===== config.mk =====
export PLATFORM = sky130hd
export DESIGN_NAME = sop_logic_array
export DESIGN_NICKNAME = d
export VERILOG_FILES = /design/src/rtl/sop_pkg.sv /design/src/rtl/sop_cfg_regs.sv /design/src/rtl/sop_and_plane.sv /design/src/rtl/sop_or_plane.sv /design/src/rtl/sop_macrocell.sv /design/src/rtl/sop_logic_array.sv
export SDC_FILE = /design/constraint.sdc
export NUM_CORES = 1
export LEC_CHECK = 0
export BUFFER_PORTS_ARGS = -buffer_cell sky130_fd_sc_hd__buf_2
export CORE_MARGIN = 4
export CORE_UTILIZATION = 30
export CTS_CLUSTER_SIZE = 28
export DETAILED_ROUTE_END_ITERATION = 12
export SYNTH_ARGS = -nofsm -noshare
export SYNTH_HDL_FRONTEND = slang
export SYNTH_SLANG_ARGS = --single-unit

===== constraint.sdc =====
create_clock -name clk_i -period 5.53 [get_ports clk_i]
set_clock_uncertainty 0.15 [all_clocks]
set_input_delay 1.659 -clock clk_i [delete_from_list [all_inputs] [get_ports clk_i]]
set_output_delay 1.659 -clock clk_i [all_outputs]
set_load 0.01 [all_outputs]

===== src/rtl/sop_pkg.sv =====
package sop_pkg;
  localparam int IN_W   = 12;
  localparam int PT_N   = 8;
  localparam int OUT_N  = 4;
  localparam int CFG_AW = 6;
  localparam int CFG_DW = 8;
  localparam int HI_W   = IN_W - 8;
  localparam int PT_AW  = $clog2(PT_N);
  localparam int OUT_AW = $clog2(OUT_N);

  typedef logic [PT_N-1:0][IN_W-1:0] lit_mask_t;
  typedef logic [OUT_N-1:0][PT_N-1:0] or_mask_t;
endpackage


===== src/rtl/sop_cfg_regs.sv =====
module sop_cfg_regs
  import sop_pkg::*;
(
  input  logic              clk_i,
  input  logic              rst_ni,
  input  logic              we_i,
  input  logic [CFG_AW-1:0] addr_i,
  input  logic [CFG_DW-1:0] wdata_i,
  output lit_mask_t         tru_o,
  output lit_mask_t         cmp_o,
  output or_mask_t          orm_o,
  output logic [OUT_N-1:0]  rsel_o,
  output logic [OUT_N-1:0]  inv_o,
  output logic              cen_o
);
  localparam logic [CFG_AW-1:0] OR_BASE = CFG_AW'(PT_N * 4);
  localparam logic [CFG_AW-1:0] MC_ADDR = CFG_AW'(PT_N * 4 + OUT_N);
  localparam logic [CFG_AW-1:0] CE_ADDR = CFG_AW'(PT_N * 4 + OUT_N + 1);
  localparam logic [CFG_AW-1:0] MAP_END = CFG_AW'(PT_N * 4 + OUT_N + 2);

  logic [PT_AW-1:0]  pt_sel;
  logic [1:0]        sub_sel;
  logic [OUT_AW-1:0] out_sel;

  assign pt_sel  = addr_i[PT_AW+1:2];
  assign sub_sel = addr_i[1:0];
  assign out_sel = addr_i[OUT_AW-1:0];

  always_ff @(posedge clk_i or negedge rst_ni) begin
    if (!rst_ni) begin
      tru_o  <= '0;
      cmp_o  <= '0;
      orm_o  <= '0;
      rsel_o <= '0;
      inv_o  <= '0;
      cen_o  <= 1'b0;
    end else if (we_i) begin
      if (addr_i < OR_BASE) begin
        unique case (sub_sel)
          2'd0: tru_o[pt_sel][7:0]      <= wdata_i;
          2'd1: tru_o[pt_sel][IN_W-1:8] <= wdata_i[HI_W-1:0];
          2'd2: cmp_o[pt_sel][7:0]      <= wdata_i;
          default: cmp_o[pt_sel][IN_W-1:8] <= wdata_i[HI_W-1:0];
        endcase
      end else if (addr_i < MC_ADDR) begin
        orm_o[out_sel] <= wdata_i[PT_N-1:0];
      end else if (addr_i == MC_ADDR) begin
        rsel_o <= wdata_i[OUT_N-1:0];
        inv_o  <= wdata_i[2*OUT_N-1:OUT_N];
      end else if (addr_i == CE_ADDR) begin
        cen_o  <= wdata_i[0];
      end
      // addresses at or above MAP_END are dropped
    end
  end

  p_unmapped_ignored_r10: assert property (@(posedge clk_i) disable iff (!rst_ni)
    (we_i && addr_i >= MAP_END) |=> ($stable(tru_o) && $stable(cmp_o) && $stable(orm_o)
                                     && $stable(rsel_o) && $stable(inv_o) && $stable(cen_o)));
endmodule


===== src/rtl/sop_and_plane.sv =====
module sop_and_plane
  import sop_pkg::*;
(
  input  logic            clk_i,
  input  logic            rst_ni,
  input  logic [IN_W-1:0] in_i,
  input  lit_mask_t       tru_i,
  input  lit_mask_t       cmp_i,
  input  logic            cen_i,
  input  logic            carry_i,
  output logic [PT_N-1:0] pt_o
);
  logic [PT_N-1:0] raw;

  for (genvar t = 0; t < PT_N; t++) begin : g_term
    logic used;
    logic match;
    assign used  = |(tru_i[t] | cmp_i[t]);
    assign match = &(~tru_i[t] | in_i) & &(~cmp_i[t] | ~in_i);
    assign raw[t] = used & match;

    p_conflict_zero_r2: assert property (@(posedge clk_i) disable iff (!rst_ni)
      (|(tru_i[t] & cmp_i[t])) |-> !pt_o[t]);
    p_empty_zero_r3: assert property (@(posedge clk_i) disable iff (!rst_ni)
      (tru_i[t] == '0 && cmp_i[t] == '0) |-> !pt_o[t]);
  end

  // carry folds into term 0 only
  assign pt_o[0] = raw[0] & (carry_i | ~cen_i);
  assign pt_o[PT_N-1:1] = raw[PT_N-1:1];

  p_carry_gate_r8: assert property (@(posedge clk_i) disable iff (!rst_ni)
    (cen_i && !carry_i) |-> !pt_o[0]);
endmodule


===== src/rtl/sop_or_plane.sv =====
module sop_or_plane
  import sop_pkg::*;
(
  input  logic             clk_i,
  input  logic             rst_ni,
  input  logic [PT_N-1:0]  pt_i,
  input  or_mask_t         orm_i,
  output logic [OUT_N-1:0] sum_o
);
  for (genvar o = 0; o < OUT_N; o++) begin : g_sum
    assign sum_o[o] = |(pt_i & orm_i[o]);

    p_zero_mask_r4: assert property (@(posedge clk_i) disable iff (!rst_ni)
      (orm_i[o] == '0) |-> !sum_o[o]);
  end
endmodule


===== src/rtl/sop_macrocell.sv =====
module sop_macrocell (
  input  logic clk_i,
  input  logic rst_ni,
  input  logic sum_i,
  input  logic inv_i,
  input  logic rsel_i,
  output logic out_o
);
  logic d;
  logic q_q;

  assign d = sum_i ^ inv_i;

  always_ff @(posedge clk_i or negedge rst_ni) begin
    if (!rst_ni) q_q <= 1'b0;
    else         q_q <= d;
  end

  assign out_o = rsel_i ? q_q : d;

  p_reg_hold_r7: assert property (@(posedge clk_i) disable iff (!rst_ni)
    (rsel_i && $stable(rsel_i)) |-> $stable(out_o) or $changed(q_q));
endmodule


===== src/rtl/sop_logic_array.sv =====
module sop_logic_array
  import sop_pkg::*;
(
  input  logic              clk_i,
  input  logic              rst_ni,
  input  logic              cfg_we_i,
  input  logic [CFG_AW-1:0] cfg_addr_i,
  input  logic [CFG_DW-1:0] cfg_wdata_i,
  input  logic [IN_W-1:0]   in_i,
  input  logic              carry_i,
  output logic [OUT_N-1:0]  out_o,
  output logic              carry_o
);
  lit_mask_t        tru, cmp;
  or_mask_t         orm;
  logic [OUT_N-1:0] rsel, inv, sum;
  logic             cen;
  logic [PT_N-1:0]  pt;

  sop_cfg_regs u_cfg (
    .clk_i, .rst_ni,
    .we_i(cfg_we_i), .addr_i(cfg_addr_i), .wdata_i(cfg_wdata_i),
    .tru_o(tru), .cmp_o(cmp), .orm_o(orm),
    .rsel_o(rsel), .inv_o(inv), .cen_o(cen)
  );

  sop_and_plane u_and (
    .clk_i, .rst_ni, .in_i,
    .tru_i(tru), .cmp_i(cmp), .cen_i(cen), .carry_i,
    .pt_o(pt)
  );

  sop_or_plane u_or (
    .clk_i, .rst_ni, .pt_i(pt), .orm_i(orm), .sum_o(sum)
  );

  for (genvar o = 0; o < OUT_N; o++) begin : g_mc
    sop_macrocell u_mc (
      .clk_i, .rst_ni,
      .sum_i(sum[o]), .inv_i(inv[o]), .rsel_i(rsel[o]),
      .out_o(out_o[o])
    );
  end

  assign carry_o = sum[OUT_N-1];

  p_zero_mask_carry_r9: assert property (@(posedge clk_i) disable iff (!rst_ni)
    (orm[OUT_N-1] == '0) |-> !carry_o);
endmodule


# Word-level counts from Yosys, hierarchy flattened
# Index checks and enable logic that the tools add are counted.
# word_totals
register_bits	237
in_bits	30
output_inout_bits	5
word_cells	164
# op_classes
magnitude_cmp	6
n_eq_ne	4
muxes	17
bitwise	72
n_reduce_logical	38
# op_table
operator	count
bitwise mux 96 bit	4
case mux 96 bit (2 select lines)	2
OR 12 bit	24
inverter 12 bit	17
AND reduction 12 bit	16
OR reduction 12 bit	8
demux 12 bit (select 3 bit)	2
AND 8 bit	4
bitwise mux 32 bit	1
OR reduction 8 bit	4
AND 1 bit	17
demux 8 bit (select 2 bit)	1
two-way mux 8 bit	2
== test 6 bit, second input constant	2
less-than comparator 6 bit, second input constant	2
two-way mux 12 bit	1
AND reduction 3 bit	3
inverter 1 bit	5
AND reduction 5 bit	1
less-than comparator 3 x 4 -> 1 bit, second input constant	1
two-way mux 1 bit	4
AND reduction 4 bit	1
XOR 1 bit	4
greater-or-equal comparator 3 x 1 -> 1 bit, second input constant	1
9 further kinds	10

# Depth between registers and ports, before layout
# depth
depth_word	10
ltp_mapped	9
ltp_nobuf	7

# By module
# A second synthesis with hierarchy kept.
# unflattened
hier_cells	809
hier_area_um2	11207.0
# modules_own_cells
module	instances	cells_each	area_each_um2	seq_area_each_um2
sop_cfg_regs	1	561	9201.3	5830.6
sop_and_plane	1	216	1680.4	0.0
sop_macrocell	4	3	45.0	25.0
sop_or_plane	1	20	145.1	0.0

# Worst setup path after synthesis
# OpenSTA, ideal clock, no wires.
# synth_path
path_kind	input port to output port
startpoint	input port in_i[6]
endpoint	output port out_o[0]
arrival_time_ns	3.484
t_required_ns	3.721
slack_ns	0.237
cell_stages	9
path_buffers	2
path_cell_list	buf_4 > mux2_2 > a211oi_1 > nand4_1 > o32ai_1 > nor4_1 > xnor2_1 > mux2_2 > buf_4
# synth_via
elab_chain_cells	10
elab_cells_between_ends	54
classes_between	mux: 1; bitwise: 36; reduce/logical: 17
# synth_rtl
element	line	source
start, declared	sop_logic_array.sv:9	input logic [IN_W-1:0] in_i,
inverter 12 bit	sop_and_plane.sv:19	assign match = &(~tru_i[t] | in_i) & &(~cmp_i[t] | ~in_i);
OR 12 bit	sop_and_plane.sv:19	
AND reduction 12 bit	sop_and_plane.sv:19	
AND 1 bit	sop_and_plane.sv:19	
AND 1 bit	sop_and_plane.sv:20	assign raw[t] = used & match;
AND 1 bit	sop_and_plane.sv:29	assign pt_o[0] = raw[0] & (carry_i | ~cen_i);
AND 8 bit (*)	sop_or_plane.sv:11	assign sum_o[o] = |(pt_i & orm_i[o]);
OR reduction 8 bit (*)	sop_or_plane.sv:11	
XOR 1 bit (*)	sop_macrocell.sv:12	assign d = sum_i ^ inv_i;
named net g_mc[0].u_mc.d	sop_macrocell.sv:9	logic d;
two-way mux 1 bit (*)	sop_macrocell.sv:19	assign out_o = rsel_i ? q_q : d;
end, declared	sop_logic_array.sv:11	output logic [OUT_N-1:0] out_o,
# The timed path passes the listed nets; every way through them passes the cells marked *.

# Final worst setup path
# layout_path
startpoint	input port in_i[1]
endpoint	output port out_o[2]
# layout_via
elab_chain_cells	10
elab_cells_between_ends	54
classes_between	mux: 1; bitwise: 36; reduce/logical: 17
# layout_rtl
element	line
inverter 12 bit	sop_and_plane.sv:19
OR 12 bit	sop_and_plane.sv:19
AND reduction 12 bit	sop_and_plane.sv:19
AND 1 bit	sop_and_plane.sv:19
AND 1 bit	sop_and_plane.sv:20
AND 1 bit	sop_and_plane.sv:29
AND 8 bit (*)	sop_or_plane.sv:11
OR reduction 8 bit (*)	sop_or_plane.sv:11
XOR 1 bit (*)	sop_macrocell.sv:12
named net g_mc[2].u_mc.d	sop_macrocell.sv:9
two-way mux 1 bit (*)	sop_macrocell.sv:19
# Marked as above.

==> results_dict.tcl <==
set metrics [dict create \
    synth_flop_cell "dfrtp_1" \
    syn-cell-area_um2 11100 \
    ios 35 \
    synthTopCellsByCount "mux2_2 (241), dfrtp_1 (237), mux2i_1 (85), nor4_1 (50), nand4_1 (32)" \
    antenna_left 0 \
    drt_first_pass_iters 5 \
    crit_arrival_ns 3.67 \
    async_flop_share_pct 100 \
    finalNetCount 922 \
    worst_slack_ns 0.0512 \
    antenna_found_initial 4 \
    dieArea_um2 40000 \
    chipWidth_um 200 \
    p_int_mw 3.35 \
    cts_num_sinks 237 \
    synth_cell_types 33 \
    gp_congestion 0.841 \
    cp_data_required_time_ns 3.72 \
    drc 0 \
    portBuffers 34 \
    setup_viol 0 \
    crit_type "input port to primary output" \
    ir_drop_mv 0.233 \
    synthCells 837 \
    powerDensity_nw_per_um2 354 \
    fp.coreArea_um2 36500 \
    p_leak_nw 5.98 \
    grt_first_pass_wirelength_um 47000 \
    crit_end "out_o[2]" \
    outcome "completed" \
    floorplan.die.height_um 200 \
    p_clk_share_pct 33.9 \
    overflow 0 \
    critPathCaptureType "primary output" \
    r2r_end "g_mc[3].u_mc.q_q$_DFF_PN0_" \
    synth_area_leader_cell "dfrtp_1" \
    power_switching_mw 1.31 \
    drv_slew 0 \
    dr.first_iter.drc_count 425 \
    yosysWarnings 0 \
    wire_per_inst_um 22.2 \
    finalHoldViolations 0 \
    synth-seq-cells 237 \
    finalPower_mw 4.66 \
    maxSlewHeadroom_pct 36.9 \
    avgViaCountPerCell 5.34 \
    wirelength_um 30600 \
    max_stage_delay_ns 0.33 \
    ys_seq_area_share_pct 53.6 \
    synthTopCellsByArea "dfrtp_1 (54%), mux2_2 (25%), mux2i_1 (7.7%), nor4_1 (2.8%), nand4_1 (1.8%)" \
    r2r_slack_ns 2.78 \
    avgSynthCellArea_um2 13.2 \
    finalCritPeriodShare_pct 99.1 \
    dpl.hpwl_um 20500 \
    fin_crit_ns 5.48 \
    worstSetupStartpointType "input port" \
    start_util_pct 30.3 \
    cts_made_buffers 25 \
    hp-class "flop to flop" \
    p_sw_share_pct 28.1 \
    grt_usage_pct 15.2 \
    vias 7356 \
    worst_pin_slew_ns 0.947 \
    syn2layout_area_growth_pct 18.9 \
    yosysTopAreaCellShare_pct 53.6 \
    clk_latency_ns 0.53 \
    fmax_mhz 183 \
    worstRegToRegCells 6 \
    pwr-share-seq_pct 46.3 \
    maxCapViolCount 0 \
    cp_slowest_cell "mux2_4" \
    clkSlewWorstSetupHoldPaths_ns 0.06 \
    synth_edf_count 0 \
    cts_tree "yes" \
    cts_buffer_depth 3 \
    crit_path_cell_trace "buf_4 > mux2_4 > buf_4 > a211oi_2 > o2111ai_2 > buf_4 > o22ai_1 > nor4_2 > xnor2_1 > mux2_2 > buf_2" \
    hold_buffers 0 \
    post-synth-top-count-cell "mux2_2" \
    timing.critical_path.from "in_i[1]" \
    worst-path-max-fanout 3 \
    pre_cts_ws_ns -0.239 \
    grt_max_degree 108 \
    p_comb_share_pct 19.8 \
    cts.htree.levels 1 \
    syn_nets 867 \
    r2r-start "u_cfg.tru_o[78]$_DFFE_PN0P_" \
    layout-drive-gt1-share_pct 43.3 \
    rows 70 \
    grt_pass1_vias 7729 \
    cp_common_cell "buf_4" \
    root_buffer "clkbuf_16" \
]
## metal layers
metal | global-route usage, % | wire [µm]
met5 | 0 | 47
met4 | 3.97 | 669
met3 | 2.79 | 1580
met2 | 24.4 | 14300
met1 | 21.5 | 14000
## critical path, delay by kind of cell
kind | cells | cell delay, ns
simple gates | 1 | 0.10
buf+inv | 4 | 0.61
compound gates | 3 | 0.57
mux | 2 | 0.60
xor+xnor | 1 | 0.14
## power groups by stage
stage | clock (mW) | combinational, mW | sequential [mW]
5_1_grt | 1.71 | 1.01 | 2.19
3_3_place_gp | 0 | 0.798 | 2.18
3_5_place_dp | 0 | 0.810 | 2.18
6_report | 1.58 | 0.924 | 2.16
4_1_cts | 1.62 | 0.848 | 2.15
2_1_floorplan | 0 | 0.558 | 2.12
## through the flow
step | std cells | utilization, % | cell area [µm²] | TNS [ns] | hold slack [ns]
2_1_floorplan | 837 | - | 11100 | 0 | 0.301
5_1_grt | 1377 | 36.0 | 13200 | -0.0147 | 0.348
6_report | 1378 | 36.0 | 13200 | 0 | 0.336
3_5_place_dp | 1332 | 32.9 | 12000 | -0.704 | 0.329
4_1_cts | 1376 | 35.3 | 12900 | 0 | 0.338
3_3_place_gp | 1332 | 32.9 | 12000 | -0.757 | 0.320
## state kept, by name, indices dropped and copies added (netlist names)
| register | flops |
|---|---|
| u_cfg.orm_o | 32 |
| g_mc.u_mc.q_q | 4 |
| u_cfg.cmp_o | 96 |
| u_cfg.rsel_o | 4 |
| u_cfg.tru_o | 96 |
| u_cfg.cen_o | 1 |
| u_cfg.inv_o | 4 |
## timing repair
item,4_1_cts,5_1_grt
endpoints found under the hold margin,0,0
resized for setup,25,57
buffers inserted,0,3
pin swaps,1,18
endpoints found under the setup margin,4,4
## placed cells by master (no fill, tap or decap), types with 7 or more instances in the layout
master / n
clkbuf_1: 9
nor2_1: 24
buf_4: 32
dfrtp_1: 237
nand4_1: 32
or3_4: 7
mux2_2: 235
nand2_1: 26
mux2i_1: 80
buf_2: 22
o21ai_0: 28
nor4_1: 45
clkbuf_16: 25
buf_12: 9
buf_6: 7
## kinds of logic (layout without fill, tap and decap cells)
kind of cell / count (synthesis) / after routing / synth area share (%)
other: 0 / 1 / 0
flip-flops: 237 / 237 / 53.6
buffers and inverters: 45 / 117 / 2.06
multiplexers: 329 / 329 / 32.5
AO/OA/AOI/OAI: 51 / 51 / 2.68
XOR/XNOR: 4 / 4 / 0.317
AND/OR/NAND/NOR: 171 / 171 / 8.86
## area by class of cell
cell class	instances	area [µm²]
multi-input cells	555	5240
diodes	1	2.50
repair buffers	73	647
flip-flops and latches	237	5930
clock buffers	39	728
clock inverters	5	30.0
fillers	3507	23400
well taps	468	586
## worst min-delay path by stage
stage / end / cells past startpoint / startpoint / slack [ns]
floorplan: g_mc[3].u_mc.q_q$_DFF_PN0_ / 1 / u_cfg.inv_o[3]$_DFFE_PN0P_ / 0.30
global placement: g_mc[3].u_mc.q_q$_DFF_PN0_ / 1 / u_cfg.inv_o[3]$_DFFE_PN0P_ / 0.32
detailed placement: g_mc[2].u_mc.q_q$_DFF_PN0_ / 1 / u_cfg.inv_o[2]$_DFFE_PN0P_ / 0.33
CTS: g_mc[2].u_mc.q_q$_DFF_PN0_ / 1 / u_cfg.inv_o[2]$_DFFE_PN0P_ / 0.34
global route: g_mc[2].u_mc.q_q$_DFF_PN0_ / 1 / u_cfg.inv_o[2]$_DFFE_PN0P_ / 0.35
finish: g_mc[2].u_mc.q_q$_DFF_PN0_ / 1 / u_cfg.inv_o[2]$_DFFE_PN0P_ / 0.34
(Power assumes the default switching activity.)
